===== config.mk =====
export PLATFORM = sky130hd
export DESIGN_NAME = cal_alarm_match
export DESIGN_NICKNAME = d
export VERILOG_FILES = /design/src/rtl/cal_alarm_match.sv
export SDC_FILE = /design/constraint.sdc
export NUM_CORES = 1
export LEC_CHECK = 0
export ABC_AREA = 1
export ABC_CLOCK_PERIOD_IN_PS = 1840
export BUFFER_PORTS_ARGS = -buffer_cell sky130_fd_sc_hd__clkbuf_2
export CORE_UTILIZATION = 57
export DETAILED_ROUTE_END_ITERATION = 6
export PLACE_DENSITY_LB_ADDON = 0.08
export SLEW_MARGIN = 5
export SYNTH_ARGS = -nofsm -noshare
export SYNTH_HDL_FRONTEND = slang
export SYNTH_SLANG_ARGS = --single-unit

===== constraint.sdc =====
create_clock -name clk -period 1.84 [get_ports clk]
set_clock_uncertainty 0.15 [all_clocks]
set_input_delay 0.092 -clock clk [delete_from_list [all_inputs] [get_ports clk]]
set_output_delay 0.092 -clock clk [all_outputs]
set_load 0.03 [all_outputs]

===== src/rtl/cal_alarm_match.sv =====
module cal_alarm_match #(
  parameter int ADDR_W    = 3,
  parameter int ALM_BASE  = 2,
  parameter int CTRL_ADDR = 0,
  parameter int STAT_ADDR = 1,
  parameter int IE_BIT    = 1,
  parameter int FLAG_BIT  = 3
) (
  input  logic              clk,
  input  logic              rst_n,
  input  logic              bus_we,
  input  logic [ADDR_W-1:0] bus_addr,
  input  logic [7:0]        bus_wdata,
  output logic [7:0]        bus_rdata,
  input  logic              min_tick,
  input  logic [6:0]        cur_min,
  input  logic [5:0]        cur_hour,
  input  logic [5:0]        cur_date,
  input  logic [2:0]        cur_wday,
  output logic              irq_n
);

  localparam logic [ADDR_W-1:0] A_MIN  = ADDR_W'(ALM_BASE);
  localparam logic [ADDR_W-1:0] A_HOUR = ADDR_W'(ALM_BASE + 1);
  localparam logic [ADDR_W-1:0] A_DATE = ADDR_W'(ALM_BASE + 2);
  localparam logic [ADDR_W-1:0] A_WDAY = ADDR_W'(ALM_BASE + 3);
  localparam logic [ADDR_W-1:0] A_CTRL = ADDR_W'(CTRL_ADDR);
  localparam logic [ADDR_W-1:0] A_STAT = ADDR_W'(STAT_ADDR);

  logic [7:0] alm_min, alm_hour, alm_date, alm_wday;
  logic       ie_q, flag_q;
  logic [3:0] en, eq;
  logic       hit, clr_wr;

  assign en = {~alm_wday[7], ~alm_date[7], ~alm_hour[7], ~alm_min[7]};
  assign eq = {cur_wday == alm_wday[2:0], cur_date == alm_date[5:0],
               cur_hour == alm_hour[5:0], cur_min == alm_min[6:0]};
  assign hit    = (|en) && ((eq | ~en) == 4'hF);
  assign clr_wr = bus_we && bus_addr == A_STAT && !bus_wdata[FLAG_BIT];
  assign irq_n  = !(flag_q && ie_q);

  always_ff @(posedge clk or negedge rst_n) begin
    if (!rst_n) begin
      alm_min  <= 8'h80;
      alm_hour <= 8'h80;
      alm_date <= 8'h80;
      alm_wday <= 8'h80;
      ie_q     <= 1'b0;
    end else if (bus_we) begin
      case (bus_addr)
        A_MIN:  alm_min  <= {bus_wdata[7], bus_wdata[6:0]};
        A_HOUR: alm_hour <= {bus_wdata[7], 1'b0, bus_wdata[5:0]};
        A_DATE: alm_date <= {bus_wdata[7], 1'b0, bus_wdata[5:0]};
        A_WDAY: alm_wday <= {bus_wdata[7], 4'b0, bus_wdata[2:0]};
        A_CTRL: ie_q     <= bus_wdata[IE_BIT];
        default: ;
      endcase
    end
  end

  always_ff @(posedge clk or negedge rst_n) begin
    if (!rst_n)                flag_q <= 1'b0;
    else if (min_tick && hit)  flag_q <= 1'b1;
    else if (clr_wr)           flag_q <= 1'b0;
  end

  always_comb begin
    bus_rdata = 8'h00;
    case (bus_addr)
      A_MIN:  bus_rdata = alm_min;
      A_HOUR: bus_rdata = alm_hour;
      A_DATE: bus_rdata = alm_date;
      A_WDAY: bus_rdata = alm_wday;
      A_CTRL: bus_rdata[IE_BIT]   = ie_q;
      A_STAT: bus_rdata[FLAG_BIT] = flag_q;
      default: ;
    endcase
  end

  AST_SET_ONLY_ON_TICK: assert property (@(posedge clk) disable iff (!rst_n)
    $rose(flag_q) |-> $past(min_tick));

  AST_ALL_OFF_SILENT: assert property (@(posedge clk) disable iff (!rst_n)
    (min_tick && en == 4'h0) |=> !$rose(flag_q));

  AST_FLAG_STICKY: assert property (@(posedge clk) disable iff (!rst_n)
    (flag_q && !clr_wr) |=> flag_q);

  AST_MATCH_BEATS_CLEAR: assert property (@(posedge clk) disable iff (!rst_n)
    (min_tick && hit && clr_wr) |=> flag_q);

  AST_NO_IRQ_WHEN_OFF: assert property (@(posedge clk) disable iff (!rst_n)
    (!ie_q || !flag_q) |-> irq_n);

endmodule


* After elaboration in Yosys (flattened, before gate mapping)
Index checks and enable logic that the tools add are counted.
** Word-level totals
- Bits in registers :: 28
- Input port bits :: 37
- Output and inout bits :: 9
- Word-level logic and storage cells :: 44
** Operators by class
- Eq/ne operators :: 10
- Mux-type cells :: 7
- Bitwise gates (word level) :: 6
- Reductions and logical operators :: 15
** Operator list (number)
- $pmux 4 s4 :: 1
- $eq 6x6->1 :: 2
- $pmux 1 s4 :: 3
- $reduce_and 2->1 :: 5
- $eq 7x7->1 :: 1
- $eq 3x2->1 const B :: 2
- $eq 3x3->1 const B :: 2
- $logic_and 1x1->1 :: 5
- $pmux 1 s5 :: 1
- $eq 4x4->1 const B :: 1
- $not 1->1 :: 4
- $not 4->4 :: 1
- $or 4x4->4 :: 1
- $reduce_or 4->1 :: 1
- $eq 3x1->1 const B :: 1
- $eq 3x3->1 :: 1
- $logic_not 3->1 :: 1
- $logic_not 1->1 :: 2
- $mux 1 :: 2
- $reduce_bool 2->1 :: 1

* Logic depth before layout (Yosys ltp)
Gate-level depths: netlist of run 1.
- Depth after elaboration :: 7
- Mapped depth :: 9
- Depth with buffers taken out :: 9

* Worst setup path after synthesis of run 1
Ideal clock, no wire load.
- Path type :: flip-flop to output port
- Start point :: register alm_min[7]
- End point :: output port bus_rdata[7]
- Arrival time :: 1.253 ns
- Required time :: 1.598 ns
- Slack :: 0.345 ns
- Stages on the path, launching flop included :: 3
- Buffers on the path :: 0
- Cells stage by stage :: dfstp_2 > inv_1 > o21ai_0
** Between the ends
- Cells in the longest elaborated chain, start to end :: 1
** Ends and longest elaborated chain
- start: declaration :: line 30 : logic [7:0] alm_min, alm_hour, alm_date, alm_wday;
- start signal: assignment :: line 51 : A_MIN: alm_min <= {bus_wdata[7], bus_wdata[6:0]};
- $pmux 4 s4 :: line 69 : case (bus_addr)
- end: declaration :: line 14 : output logic [7:0] bus_rdata,
No other way between the ends.

* Worst setup path in the final report of run 1
- Start point :: register alm_wday[7]
- End point :: output port bus_rdata[7]
** Between the ends
- Cells in the longest elaborated chain, start to end :: 1
** Ends and longest elaborated chain
- start: declaration :: line 30
- start signal: assignment :: line 54 : A_WDAY: alm_wday <= {bus_wdata[7], 4'b0, bus_wdata[2:0]};
- $pmux 4 s4 :: line 69
No other way between the ends.

==> results.sh, run 1 <==
export IMPL_routedWlPerCell_um=12.4
export IMPL_cts_sinks=28
export IMPL_p_per_area_mw_per_mm2=786
export IMPL_firstDrtPassIters=6
export IMPL_portBuffers=45
export IMPL_avgViaCountPerCell=5.00
export IMPL_clk_latency_ps=330
export IMPL_critPathBufInv=2
export IMPL_crit_path_top_delay_cell="dfstp_2"
export IMPL_report_final_setup_viol=0
export IMPL_ys_seq_area_frac=0.400
export IMPL_grt_overflow=0
export IMPL_path_delay_family="flip-flops"
export IMPL_synth_edf_count=0
export IMPL_cp_slowest_stage_delay_ps=560
export IMPL_wl_um=4080
export IMPL_drc=5
export IMPL_synth_area_leader_cell="dfrtp_1"
export IMPL_track_usage=0.277
export IMPL_final_hold_viol_count=0
export IMPL_start_kind="register"
export IMPL_synthCells=240
export IMPL_die_h_um=57.7
export IMPL_p_seq_frac=0.498
export IMPL_ir_worst_vdd_uv=511
export IMPL_worstPathRequired_ps=1600
export IMPL_switching_power_mw=0.605
export IMPL_htree_levels=1
export IMPL_cts_max_path_buffers=2
export IMPL_period_share=0.933
export IMPL_drt_iter0_markers=88
export IMPL_worstSetupPathType="reg -> out"
export IMPL_synth_top_area_frac=0.340
export IMPL_internal_power_mw=1.09
export IMPL_tritoncts="yes"
export IMPL_netlist_area_sq_mm=0.00177
export IMPL_dr_total_vias=1646
export IMPL_place_congestion=0.902
export IMPL_grt_pass1_wl_um=7020
export IMPL_diodes=0
export IMPL_synth_area_per_cell_sq_um=7.36
export IMPL_synth_top_flop_cell="dfrtp_1"
export IMPL_p_clk_frac=0.183
export IMPL_swShare=0.357
export IMPL_async_flop_share=1.00
export IMPL_yosys_top_cells_area="dfrtp_1, nand2_1, inv_1, o21ai_2, dfstp_2"
export IMPL_yosysWarnings=0
export IMPL_std_cell_rows=19
export IMPL_rsz0062_at_grt="false"
export IMPL_min_path_type="in -> reg"
export IMPL_synth_seq_cells=28
export IMPL_hold_buffers=12
export IMPL_die_area_sq_mm=0.00332
export IMPL_crit_arrival_ps=1480
export IMPL_final_util=0.755
export IMPL_cap_violations=0
export IMPL_tightest_slew_ps=703
export IMPL_hpwl_um=3090
export IMPL_synth_cell_types=29
export IMPL_fin_nets=336
export IMPL_crit_chain="inv_1, o22ai_1, a21oi_1, o21ai_0, clkbuf_2"
export IMPL_final_max_slew_violation_count=0
export IMPL_fp_dieW_um=57.7
export IMPL_n_fill_cell=241
export IMPL_antenna_found_initial=0
export IMPL_ios=46
export IMPL_min_period_ps=1720
export IMPL_startpoint="alm_wday[7]"
export IMPL_clkTransAtPathRegs_ps=150
export IMPL_leakage_nw=1.22
export IMPL_status="complete, but fails checks"
export IMPL_drive_above_1_share=0.262
export IMPL_ctsResizeCount=0
export IMPL_worstPathMaxFanout=3
export IMPL_grt_pass1_vias=1605
export IMPL_post_cts_buffers=0
export IMPL_endpoint_kind="output pin"
export IMPL_ant_nets=0
export IMPL_violations="design-rule violations"
export IMPL_area_growth_pct=22.0
export IMPL_min_from="bus_we"
export IMPL_max_slew_margin=0.531
export IMPL_final_setup_tns_ps=0
export IMPL_start_util=0.619
export IMPL_p_comb_frac=0.319
export IMPL_reg2reg_from="alm_min[3]"
export IMPL_root_buffer="clkbuf_4"
export IMPL_cts_buffers=3
export IMPL_synth_nets=277
export IMPL_max_freq_mhz=582
export IMPL_grt_start_max_net_pins=29
export IMPL_design_core_area_sq_mm=0.00285
## per-stage QoR
step	instance area (sq um)	total power, mW	cells	hold WS (ps)	worst slack [ps]
finish	2150	1.69	329	24.3	123
global placement	2000	1.36	313	15.9	374
CTS	2150	1.70	329	22.0	128
detailed placement	2000	1.37	313	16.8	339
global route	2150	1.81	329	56.2	11.9
floorplan	1770	1.21	240	-354	345
## sequential cells by signal (all words and copies together) (netlist names)
name      count
alm_date      7
alm_hour      7
alm_min       8
alm_wday      4
flag_q        1
ie_q          1
## tightest hold or removal path, stage by stage
cell,delay [ps]
clkbuf_2,180
nand3_1,140
o21ai_0,70
## layout make-up
type / instances / area (sq um) / area share
Sequential cell: 28 / 706 / 0.328
Timing Repair Buffer: 57 / 345 / 0.160
Tap cell: 31 / 38.8 / 0.0180
Clock buffer: 4 / 36.3 / 0.0168
Inverter: 45 / 176 / 0.0819
Multi-Input combinational cell: 164 / 852 / 0.395
## logic make-up (layout without fill, tap and decap cells)
kind of cell              after synthesis  after routing  share of synthesized area
DFF                                    28             28                      0.400
and+or+nand+nor                       112            112                      0.271
xor gates and xnor gates                8              8                     0.0397
buffers and inverters                  48            106                      0.118
AOI/OAI and AO/OA                      44             44                      0.172
## placed cells by master, fill, tap and decap left out
master	n
o21ai_0	7
o211ai_1	1
dfrtp_1	24
nand3_2	2
nand3_1	7
xnor2_1	4
o2111ai_1	1
clkbuf_8	1
a21o_1	1
a22oi_1	2
a21oi_1	3
inv_4	1
dfstp_2	4
nor3_1	1
inv_6	1
nor2_1	13
o22ai_1	2
nand2_4	3
clkbuf_4	3
o221ai_1	3
nor2_4	1
inv_1	43
dlygate4sd3_1	12
o21ai_2	14
nand2_1	83
nand2_2	2
a21oi_2	1
o21ai_1	9
clkbuf_2	45
xor2_1	4
## power by group through the flow
stage | sequential (mW) | clock, mW | combinational, mW
floorplan | 0.833 | 0 | 0.377
global route | 0.865 | 0.335 | 0.614
CTS | 0.843 | 0.315 | 0.539
finish | 0.844 | 0.309 | 0.540
global placement | 0.853 | 0 | 0.506
detailed placement | 0.855 | 0 | 0.517
## Yosys cell counts, types with 2 or more instances
cell      instances
nand2_1          83
o21ai_1           9
nand2_4           3
nand2_2           2
o22ai_1           2
o21ai_0           7
dfrtp_1          24
nand3_2           2
inv_1            43
o221ai_1          3
nor2_1           13
xnor2_1           4
a21oi_1           3
xor2_1            4
dfstp_2           4
a22oi_1           2
o21ai_2          14
nand3_1           7
## layer usage
layer  vias up  part of all wire  global-route usage
li1        864                 -                   -
met1       738              0.47               0.362
met2        37              0.49               0.493
met3         7             0.031              0.0246
met4         0             0.014              0.0782
met5         -                 0                   0
## worst paths after layout
kind                                end  slack, ps  depth (start not counted)
min in group asynchronous    alm_min[6]        170                          2
hold / removal                     ie_q         20                          3
max in group asynchronous   alm_hour[2]        930                          2
setup / recovery           bus_rdata[7]        120                          5
hold reg to reg             alm_date[7]        350                          2
setup reg to reg                 flag_q        480                          7
Power figures use the tool's default switching activity.
==> run 2: changes to the inputs <==
==> constraint.sdc (replaced) <==
create_clock -name clk -period 1.84 [get_ports clk]
set_clock_uncertainty 0.15 [all_clocks]
set_input_delay 0.46 -clock clk [delete_from_list [all_inputs] [get_ports clk]]
set_output_delay 0.46 -clock clk [all_outputs]
set_load 0.03 [all_outputs]
==> run 2 against run 1 <==
  * Critical path depth did not move
  * Utilization is 11 points higher
  * Combinational power up 34%
  * Sequential share of layout area is 4.2 points lower
  * Largest cell class unchanged
  * Worst hold slack better by 150 ps
  * Non-clock buffer count increased by 13
  * The run ends with design-rule violations, negative setup slack left
  * Global-route usage is 2.3 points higher
  * Design area rose by 15%
  * Register-to-register slack got worse by 490 ps
  * First-iteration DRC count rose by 120%
  * Count of clock-buffer cells in the layout fell by 1
  * Largest power group unchanged
  * Critical endpoint unchanged
==> results.sh, run 2 (synthesis gave the netlist of run 1 again) <==
export IMPL_tritoncts="yes"
export IMPL_placedCellCount=321
export IMPL_layout_commonest_cell="nand2_1"
export IMPL_dr_total_vias=1869
export IMPL_routedWlPerCell_um=16.1
export IMPL_std_cell_rows=19
export IMPL_place_congestion=0.849
export IMPL_track_usage=0.300
export IMPL_wl_um=5520
export IMPL_final_instance_count_excl_fill=342
export IMPL_top_regs="alm_min: 8 flops, alm_date: 7 flops, alm_hour: 7 flops"
export IMPL_drc=3
export IMPL_fin_nets=349
export IMPL_status="complete, but fails checks"
export IMPL_hpwl_um=2990
export IMPL_cts_sinks=28
export IMPL_grt_start_max_net_pins=29
export IMPL_period_share=1.13
export IMPL_ios=46
export IMPL_start_kind="register"
export IMPL_rsz0062_at_grt="true"
export IMPL_diodes=0
export IMPL_avgViaCountPerCell=5.46
export IMPL_die_h_um=57.7
export IMPL_final_setup_tns_ps=-962
export IMPL_final_max_slew_violation_count=0
export IMPL_start_util=0.619
export IMPL_clk_latency_ps=350
export IMPL_cts_buffers=3
export IMPL_portBuffers=45
export IMPL_antenna_found_initial=0
export IMPL_worstPathRequired_ps=1230
export IMPL_fp_dieW_um=57.7
export IMPL_drt_iter0_markers=196
export IMPL_place_ws_ps=-231
export IMPL_die_area_sq_mm=0.00332
export IMPL_fin_total_pwr_mw=2.01
export IMPL_endpoint_kind="output pin"
export IMPL_root_buffer="clkbuf_4"
export IMPL_clkTransAtPathRegs_ps=160
export IMPL_htree_levels=1
export IMPL_area_growth_pct=40.0
export IMPL_drive_above_1_share=0.402
export IMPL_crit_arrival_ps=1470
export IMPL_worstPathMaxFanout=3
export IMPL_tightest_slew_ps=370
export IMPL_p_per_area_mw_per_mm2=815
export IMPL_regMostFlops="alm_min"
export IMPL_ir_worst_vdd_uv=662
export IMPL_final_hold_viol_count=0
export IMPL_min_period_ps=2080
export IMPL_firstDrtPassIters=7
export IMPL_leakage_nw=1.36
export IMPL_design_core_area_sq_mm=0.00285
export IMPL_largest_reg_flops=8
export IMPL_violations="design-rule violations, negative setup slack"
export IMPL_fin_ws_ps=-235
export IMPL_mostFrequentLayoutCells="nand2_1, inv_1, clkbuf_2"
export IMPL_cts_max_path_buffers=2
export IMPL_worstSetupPathType="reg -> out"
export IMPL_min_path_type="in -> reg"
export IMPL_ant_nets=0
export IMPL_grt_pass1_wl_um=7540
export IMPL_grt_overflow=0
export IMPL_grt_pass1_vias=1716
export IMPL_cap_violations=0
export IMPL_max_slew_margin=0.753
export IMPL_max_freq_mhz=482
export IMPL_report_final_setup_viol=8
## run 2: cell types whose count changed in the layout (fill, tap and decap cells not counted), sizes merged
cell | previous run | this run
clkbuf | 49 | 40
inv | 45 | 43
clkinv | 0 | 2
dlygate4sd3 | 12 | 1
buf | 0 | 32
bufinv | 0 | 1
## run 2: final timing paths
check	from	endpoint	slack (ps)	cells after the start
setup / recovery	alm_wday[7]	bus_rdata[7]	-240	5
hold / removal	bus_wdata[6]	alm_min[6]	180	3
setup reg to reg	alm_wday[0]	flag_q	-10	13
hold reg to reg	alm_date[7]	alm_date[7]	360	2
min in group asynchronous	rst_n	alm_min[2]	470	3
max in group asynchronous	rst_n	alm_min[7]	750	3
## run 2: critical path, cell delays in order, from the launching register on
cell and delay (ps):
dfstp_2 580, inv_2 50, o22ai_2 150, a21oi_2 50, o21ai_1 100, buf_4 190
## run 2: layout make-up
| class | instances | area, sq um |
|---|---|---|
| Inverter | 45 | 191 |
| Sequential cell | 28 | 706 |
| Clock buffer | 3 | 22.5 |
| Tap cell | 31 | 38.8 |
| Fill cell | 147 | 382 |
| Clock inverter | 1 | 30.0 |
| Timing Repair Buffer | 70 | 522 |
| Multi-Input combinational cell | 164 | 961 |
## run 2: metal layers
layer,GRT usage,share of wire
met1,0.371,0.37
met5,0,0
met3,0.0491,0.070
met4,0.0952,0.042
met2,0.538,0.52
## run 2: through the flow
stage / hold slack, ps / cell area, sq um / util
after detailed placement: 325 / 2070 / 0.726
after global routing: 203 / 2470 / 0.866
final: 177 / 2470 / 0.866
after CTS: 204 / 2340 / 0.821
after floorplan: 14.4 / 1780 / -
after global placement: 320 / 2070 / 0.726
## run 2: power by group
| group | internal (mW) | switching, mW |
|---|---|---|
| Combinational | 0.319 | 0.404 |
| Sequential | 0.745 | 0.119 |
| Clock | 0.221 | 0.206 |
## run 2: what timing repair did
action | 4_1_cts | 5_1_grt
hold buffers | 1 | 0
endpoints found under the hold margin | 24 | 0
setup buffers | 10 | 6
gates cloned | 0 | 0
setup endpoints to repair | 8 | 9
gates resized for setup | 34 | 27
pin swaps | 5 | 4
==> run 3: changes to the inputs <==
- CTS_BUF_LIST: unset -> sky130_fd_sc_hd__clkbuf_16
- CTS_CLUSTER_DIAMETER: unset -> 30
==> run 3 against run 2 <==
  * The run still ends with design-rule violations, negative setup slack left
  * Clock power is 52% higher
  * Via count shrank 6.4%
  * First-iteration DRC count down 34%
  * Sequential power shrank 0.7%
  * Fmax increased by 3.9%
  * Total power grew 6.4%
  * Utilization shrank 1.4 points
  * Design area fell by 1.6%
  * Die area unchanged
  * Global-route usage decreased by 0.51 points
  * Sequential share of layout area is 0.47 points higher
  * Largest power group unchanged
==> results.sh, run 3 (synthesis gave the netlist of run 1 again) <==
export IMPL_max_slew_margin=0.760
export IMPL_final_util=0.852
export IMPL_place_congestion=0.849
export IMPL_antenna_found_initial=0
export IMPL_fp_dieW_um=57.7
export IMPL_ant_nets=0
export IMPL_dr_wl_met3_um=303
export IMPL_place_ws_ps=-231
export IMPL_tritoncts="yes"
export IMPL_rsz0062_at_grt="true"
export IMPL_cts_max_path_buffers=2
export IMPL_clk_latency_ps=270
export IMPL_ir_worst_vdd_uv=854
export IMPL_cts_buffers=3
export IMPL_drt_iter0_markers=129
export IMPL_drive_above_1_share=0.363
export IMPL_die_h_um=57.7
export IMPL_crit_arrival_ps=1390
export IMPL_layout_commonest_cell="nand2_1"
export IMPL_start_util=0.619
export IMPL_drc=5
export IMPL_violations="design-rule violations, negative setup slack"
export IMPL_wl_met1_um=1880
export IMPL_worstPathRequired_ps=1230
export IMPL_grt_pass1_vias=1681
export IMPL_die_area_sq_mm=0.00332
export IMPL_status="complete, but fails checks"
export IMPL_fin_nets=338
export IMPL_worstSetupPathType="in -> out"
export IMPL_top_layer_used="met4"
export IMPL_min_period_ps=2000
export IMPL_firstDrtPassIters=6
export IMPL_min_path_type="in -> async"
export IMPL_avgViaCountPerCell=5.29
export IMPL_tightest_slew_ps=360
export IMPL_met2_length_um=2370
export IMPL_reg2reg_slack_ps=380
export IMPL_period_share=1.09
export IMPL_diodes=0
export IMPL_max_freq_mhz=501
export IMPL_cap_violations=0
export IMPL_std_cell_rows=19
export IMPL_final_max_slew_violation_count=0
export IMPL_grt_pass1_wl_um=7470
export IMPL_top_regs="alm_min: 8 flops, alm_date: 7 flops, alm_hour: 7 flops"
export IMPL_grt_overflow=0
export IMPL_area_growth_pct=37.7
export IMPL_root_buffer="clkbuf_16"
export IMPL_mostFrequentLayoutCells="nand2_1, inv_1, clkbuf_2"
export IMPL_hold_ws_ps=36.4
export IMPL_n_fill_cell=168
export IMPL_hpwl_um=2990
export IMPL_cts_sinks=28
export IMPL_ios=46
export IMPL_p_per_area_mw_per_mm2=882
export IMPL_start_kind="input pin"
export IMPL_design_core_area_sq_mm=0.00285
export IMPL_leakage_nw=1.33
export IMPL_regMostFlops="alm_min"
export IMPL_worstPathMaxFanout=7
export IMPL_htree_levels=1
export IMPL_portBuffers=45
export IMPL_endpoint_kind="output pin"
export IMPL_fin_ws_ps=-157
export IMPL_dr_total_vias=1750
export IMPL_largest_reg_flops=8
export IMPL_final_hold_viol_count=0
export IMPL_track_usage=0.295
export IMPL_clkTransAtPathRegs_ps=70
export IMPL_grt_start_max_net_pins=29
export IMPL_routedWlPerCell_um=14.1
export IMPL_wl_um=4670
export IMPL_report_final_setup_viol=7
[run 3: cell types whose count changed in the layout (fill, tap and decap cells not counted), sizes merged]
cell and delta:
buf -13, clkbuf +3, dlygate4sd3 -1
[run 3: final timing paths]
check / start / end / cells past startpoint
setup / recovery: bus_addr[1] / bus_rdata[1] / 9
hold / removal: rst_n / alm_min[2] / 2
setup reg to reg: alm_hour[2] / flag_q / 8
hold reg to reg: alm_wday[7] / alm_wday[7] / 2
max in group asynchronous: rst_n / alm_min[7] / 2
min in group clk: bus_wdata[6] / alm_min[6] / 3
[run 3: cell type report]
type | count | area (sq um) | share of cell area
timing repair buffer | 59 | 435 | 0.179
tap | 31 | 38.8 | 0.0160
sequential | 28 | 706 | 0.290
multi-input combinational | 164 | 955 | 0.393
clock buffer | 3 | 75.1 | 0.0309
inverter | 45 | 191 | 0.0787
clock inverter | 1 | 30.0 | 0.0124
[run 3: per-stage QoR]
stage | setup TNS (ps) | std cells | power, mW | instance area, sq um
final | -752 | 331 | 2.14 | 2430
after global routing | -1080 | 331 | 2.26 | 2430
after CTS | -746 | 327 | 2.09 | 2360
after detailed placement | -1200 | 321 | 1.39 | 2070
after global placement | -1150 | 321 | 1.38 | 2070
after floorplan | -77.6 | 240 | 1.21 | 1780
[run 3: where the power goes]
group	switching [mW]	internal (mW)	total [mW]
logic	0.365	0.272	0.636
registers	0.112	0.746	0.858
clock network	0.215	0.434	0.649
[run 3: timing repair]
action | 4_1_cts | 5_1_grt
endpoints found under the setup margin | 8 | 8
gates resized for setup | 34 | 15
buffers inserted | 2 | 4
hold buffers | 0 | 0
pin swaps | 5 | 6
[run 3: critical path, cell delays in order]
cell and delay, ps:
clkbuf_16 140, clkinv_8 50, nor2_4 30, nand2_2 90, clkinv_4 90, nand2_4 90, o2111ai_4 110, a21o_1 200
buf_8 140
[run 3: per-layer routing]
metal	vias up	track usage
met3	11	0.0290
met4	0	0.105
li1	866	-
met1	801	0.377
met2	72	0.523
met5	-	0
